**config.mk**
```make
export PLATFORM = sky130hd
export DESIGN_NAME = ctrl_decoder
export DESIGN_NICKNAME = d
export VERILOG_FILES = /design/src/rtl/ctrl_decoder.sv
export SDC_FILE = /design/constraint.sdc
export NUM_CORES = 1
export LEC_CHECK = 0
export BUFFER_PORTS_ARGS = -buffer_cell sky130_fd_sc_hd__buf_2
export CORE_AREA = 10 10 47 49
export DETAILED_ROUTE_END_ITERATION = 8
export DIE_AREA = 0 0 57 59
export PLACE_DENSITY = 0.59
export SLEW_MARGIN = 30
export SYNTH_ARGS = -nofsm -noshare
export SYNTH_HDL_FRONTEND = slang
export SYNTH_SLANG_ARGS = --single-unit
export TNS_END_PERCENT = 30
```
**constraint.sdc**
```tcl
create_clock -name vclk -period 2.46
set_clock_uncertainty 0.2 [all_clocks]
set_input_delay 0.492 -clock vclk [all_inputs]
set_output_delay 0.492 -clock vclk [all_outputs]
set_load 0.01 [all_outputs]
```
**src/rtl/ctrl_decoder.sv**
```systemverilog
module ctrl_decoder (
  input  logic [31:0] insn,
  output logic        br_en,
  output logic        mem_rd,
  output logic        wb_from_mem,
  output logic        mem_wr,
  output logic        op_b_imm,
  output logic        rf_we,
  output logic [1:0]  alu_class,
  output logic [3:0]  alu_sel
);

  localparam logic [6:0] OPC_REG  = 7'b0110011;
  localparam logic [6:0] OPC_IMM  = 7'b0010011;
  localparam logic [6:0] OPC_LOAD = 7'b0000011;
  localparam logic [6:0] OPC_STOR = 7'b0100011;
  localparam logic [6:0] OPC_BEQ  = 7'b1100011;

  localparam logic [1:0] CLS_REG = 2'b00;
  localparam logic [1:0] CLS_IMM = 2'b01;
  localparam logic [1:0] CLS_STO = 2'b10;
  localparam logic [1:0] CLS_BR  = 2'b11;

  localparam logic [3:0] ALU_AND = 4'b0000;
  localparam logic [3:0] ALU_OR  = 4'b0001;
  localparam logic [3:0] ALU_ADD = 4'b0010;
  localparam logic [3:0] ALU_SUB = 4'b0110;

  wire [6:0] opc   = insn[6:0];
  wire [2:0] f3    = insn[14:12];
  wire       alt   = insn[30];

  logic known;

  always_comb begin
    known       = 1'b1;
    br_en       = 1'b0;
    mem_rd      = 1'b0;
    wb_from_mem = 1'b0;
    mem_wr      = 1'b0;
    op_b_imm    = 1'b0;
    rf_we       = 1'b0;
    alu_class   = CLS_REG;
    case (opc)
      OPC_REG: begin
        rf_we = 1'b1;
      end
      OPC_IMM: begin
        op_b_imm  = 1'b1;
        rf_we     = 1'b1;
        alu_class = CLS_IMM;
      end
      OPC_LOAD: begin
        mem_rd      = 1'b1;
        wb_from_mem = 1'b1;
        op_b_imm    = 1'b1;
        rf_we       = 1'b1;
        alu_class   = CLS_IMM;
      end
      OPC_STOR: begin
        mem_wr    = 1'b1;
        op_b_imm  = 1'b1;
        alu_class = CLS_STO;
      end
      OPC_BEQ: begin
        br_en     = 1'b1;
        alu_class = CLS_BR;
      end
      default: known = 1'b0;
    endcase
  end

  logic [3:0] reg_sel;

  always_comb begin
    case (f3)
      3'b000:  reg_sel = alt ? ALU_SUB : ALU_ADD;
      3'b111:  reg_sel = ALU_AND;
      3'b110:  reg_sel = ALU_OR;
      default: reg_sel = ALU_AND;
    endcase
  end

  always_comb begin
    case (alu_class)
      CLS_REG: alu_sel = known ? reg_sel : 4'b0000;
      CLS_BR:  alu_sel = ALU_SUB;
      default: alu_sel = ALU_ADD;
    endcase
  end

endmodule

```
After elaboration in Yosys (flattened, before gate mapping)
Cells that the tools add are included.

storage, ports and cells
  memories kept = 0
  bits in read-only memories = 0
  register bits after elaboration = 0
  bits in latches = 0
  memory bits (writable) = 0
  logic and storage cells = 24
  input bits = 32
  output and inout port bits = 12

cells by class
  bitwise operators = 0
  shifts and indexed selects = 0
  $add $sub $neg = 0
  mux-type cells = 11
  divide/modulo/power cells = 0
  equality and inequality tests = 7
  magnitude comparators = 0
  reduce and logical (&&, ||, !) cells = 6
  multipliers = 0

operators with widths
  kind                                                  count
  equality test 7 x 6 -> 1 bit (second input constant)  2
  case mux 4 bit (2 select lines)                       1
  equality test 7 x 2 -> 1 bit (second input constant)  1
  equality test 7 x 5 -> 1 bit (second input constant)  1
  equality test 7 bit (second input constant)           1
  two-way mux 1 bit                                     6
  case mux 2 bit (3 select lines)                       1
  case mux 3 bit (2 select lines)                       1
  OR reduction 3 bit                                    2
  OR reduction 5 bit                                    1
  two-way mux 4 bit                                     1
  equality test 3 bit (second input constant)           1
  zero test 3 bit                                       1
  two-way mux 3 bit                                     1
  equality test 2 bit (second input constant)           1
  zero test 2 bit                                       1
  OR reduction 2 bit                                    1

Depth between registers and ports, before layout
  depth in word-level cells = 5
  gate-level depth with buffers = 7
  mapped depth without buffers = 7

Least setup slack after synthesis
No wires, ideal clock.

  path kind = in2out
  start = in insn[2]
  end = out alu_sel[2]
  arrival = 1.797 ns
  stages = 7
  buffers on the path = 0
  setup slack = -0.029 ns
  cells stage by stage = nand4bb_4 nor2_1 inv_1 ha_1 inv_1 and3_1 a32o_1

on the way
  longest elaborated chain between the ends = 5
  elaborated cells on any way between the ends = 13
  classes of those cells = eq/ne (6); mux (4); reduce/logical (3)

ends and longest elaborated chain
  what                                                                                 RTL line  text
  start, declared                                                                      2         input logic [31:0] insn,
  equality test 7 x 2 -> 1 bit / equality test 7 x 5 -> 1 bit (equally long branches)  44        case (opc)
  OR reduction 2 bit (no line)                                                         n/a
  case mux 2 bit (3 select lines) (*)                                                  44
  named net alu_class[1]                                                               9         output logic [1:0] alu_class,
  equality test 2 bit / zero test 2 bit (equally long branches)                        85        case (alu_class)
  case mux 4 bit (2 select lines) (*)                                                  85
  end, declared                                                                        10        output logic [3:0] alu_sel

The timed path passes the listed nets; every way through them passes the cells marked *.

Final worst setup path
  start = in insn[3]
  end = out alu_sel[2]

on the way
  longest elaborated chain between the ends = 5
  elaborated cells on any way between the ends = 13
  classes of those cells = eq/ne (6); mux (4); reduce/logical (3)

ends and longest elaborated chain
  what                                                                         RTL line
  equality test 7 x 2 -> 1 bit (tied with other cells)                         44
  OR reduction 2 bit (no line) / OR reduction 5 bit (equally long branches)    n/a
  case mux 2 bit (3 select lines) / two-way mux 1 bit (equally long branches)  44
  equality test 2 bit (tied with other cells)                                  85
  case mux 4 bit (2 select lines) (*)                                          85

Every way passes the cells marked *; elsewhere a longest branch is shown, timed or not.

==> impl_metrics.ini <==
[status]
status = complete, no violations

[setup_path]
cp-start-kind = input pin
crit_start = insn[3]
crit_fanout = 2
path_class = in -> out
critPathRequiredTime_ns = 1.77
end_kind = output port
arrival_ns = 1.76

[logic_synthesis]
synth_cells = 28
synthAdderAreaFrac = 0.120
synth-compound-area-share = 0.120
synth_top_area_share = 0.133
syn_area_um2 = 208
yosysUniqueCellTypes = 20
syn_avg_cell_area_um2 = 7.42
synth_area_leaders = nand4bb_4 13%, ha_1 12%, buf_4 7.2%
synth.net_count = 62
yosysWarningCount = 0
synth_mux_area_frac = 0
synth-simple-area-share = 0.633
synthXorXnorAreaFrac = 0
ys_seq_area_frac = 0
synth_top_family_by_area = simple AND/OR/NAND/NOR gates
synth.largest_area_cell = nand4bb_4

[power]
p_switching_w = 0.0000192
power_w = 0.0000423
p_int_w = 0.0000231
ir_drop_v = 0.0000295
leakage_nw = 0.224
pwr-share-seq = 0
p_comb_frac = 1.000
power.density_nw_per_um2 = 96.3
swShare = 0.453
p_clk_frac = 0

[floorplanning]
fp.dieArea_um2 = 3360
die_width_um = 57
ios = 44
die_h_um = 59
row_count = 14
start_util = 0.148
core_um2 = 1400

[placement]
hpwl_um = 685
io_buffers = 22
dpl_cell_area_um2 = 363
globalplace.congestion = 0.666

[grt]
overflow = 0
grt_pass1_wl_mm = 1.19
grt.total_usage = 0.0402
grt_max_degree = 5
first_global_vias = 305
antenna_found_initial = 0

[final_layout]
fin_nets = 90
final_core_util = 0.313
seq_cells = 0
clock_buffers = 0
diodes = 0
final_cell_area_um2 = 439
area_growth_pct = 111
final_cell_mix = 19 x buf_2, 8 x buf_4, 2 x nand2_2, 2 x nor2_1, 2 x inv_2
final_common_cell = buf_2
drive_gt1_frac = 0.778
seq_area_um2 = 0

[hold_path]
worstHoldStart = insn[6]
min_path_type = in -> out

[sta]
min_period_over_period = 0.996
setup_viol_count_final = 0
drv_slew = 0
fmax_mhz = 408
holdWs_ns = 1.13
rsz0062_at_grt = yes
period_needed_ns = 2.45
hold_viol_final = 0

[routing]
ant_nets = 0
vias = 292
drc = 0
drt_iter0_drc = 1
firstDrtPassIters = 2
wl_um = 797
avgViaCountPerCell = 4.17
wire_per_inst_um = 11.4

[run]
max-cap-violations = 0
[cell type report]
type	count	area (um2)
repair buffers	28	170
inverters	2	7.51
well taps	16	20.0
multi-input cells	24	241
fillers	156	962
[stage by stage]
| stage | setup TNS, ns | instances | worst slack, ns |
|---|---|---|---|
| 5_1_grt | -0.0946 | 70 | -0.0563 |
| 4_1_cts | -0.0130 | 70 | -0.0130 |
| 2_1_floorplan | 0 | 28 | 0.0492 |
| 6_report | 0 | 70 | 0.00970 |
| 3_5_place_dp | -0.163 | 69 | -0.105 |
| 3_3_place_gp | -0.139 | 69 | -0.0825 |
[power by group through the flow]
stage | combinational, W | sequential (W) | clock (W)
after floorplan | 0.0000136 | 0 | 0
final | 0.0000423 | 0 | 0
after global routing | 0.0000463 | 0 | 0
after CTS | 0.0000354 | 0 | 0
after detailed placement | 0.0000325 | 0 | 0
after global placement | 0.0000319 | 0 | 0
[routing by layer]
metal | wire, um | global-route usage
met1 | 361 | 0.0499
met2 | 325 | 0.0636
met3 | 110 | 0.0215
met4 | 0 | 0
met5 | 0 | 0
[cell usage after synthesis, drive strengths merged (2+ instances only)]
library cell and count:
nor3 2, inv 2, and3 2, buf 2
nand2b 2, ha 2, nand2 2, nor2 3
[worst paths after layout]
path | to | slack [ns] | cells past startpoint
setup / recovery | alu_sel[2] | 0.01 | 9
hold / removal | br_en | 1.13 | 3
[logic make-up (layout without fill, tap and decap cells)]
group,count (synthesis),in the layout
other cells,1,1
buf+inv,4,30
fa+ha+maj,2,2
compound gates,3,3
simple gates,18,18
[worst max-delay path, cell delays in order]
cell       delay (ns)
buf_8            0.10
nand4bb_4        0.23
nor2_4           0.11
inv_2            0.05
ha_4             0.26
inv_2            0.03
and3_4           0.13
a32o_1           0.21
buf_2            0.14
[what timing repair did]
item                       in CTS  in global routing
pin swaps                       4                  3
gates resized for setup         5                 12
setup endpoints to repair       2                  2
buffers inserted                1                  0
gates cloned                    0                  0
hold buffers                    0                  0
Power figures use the tool's default switching activity.
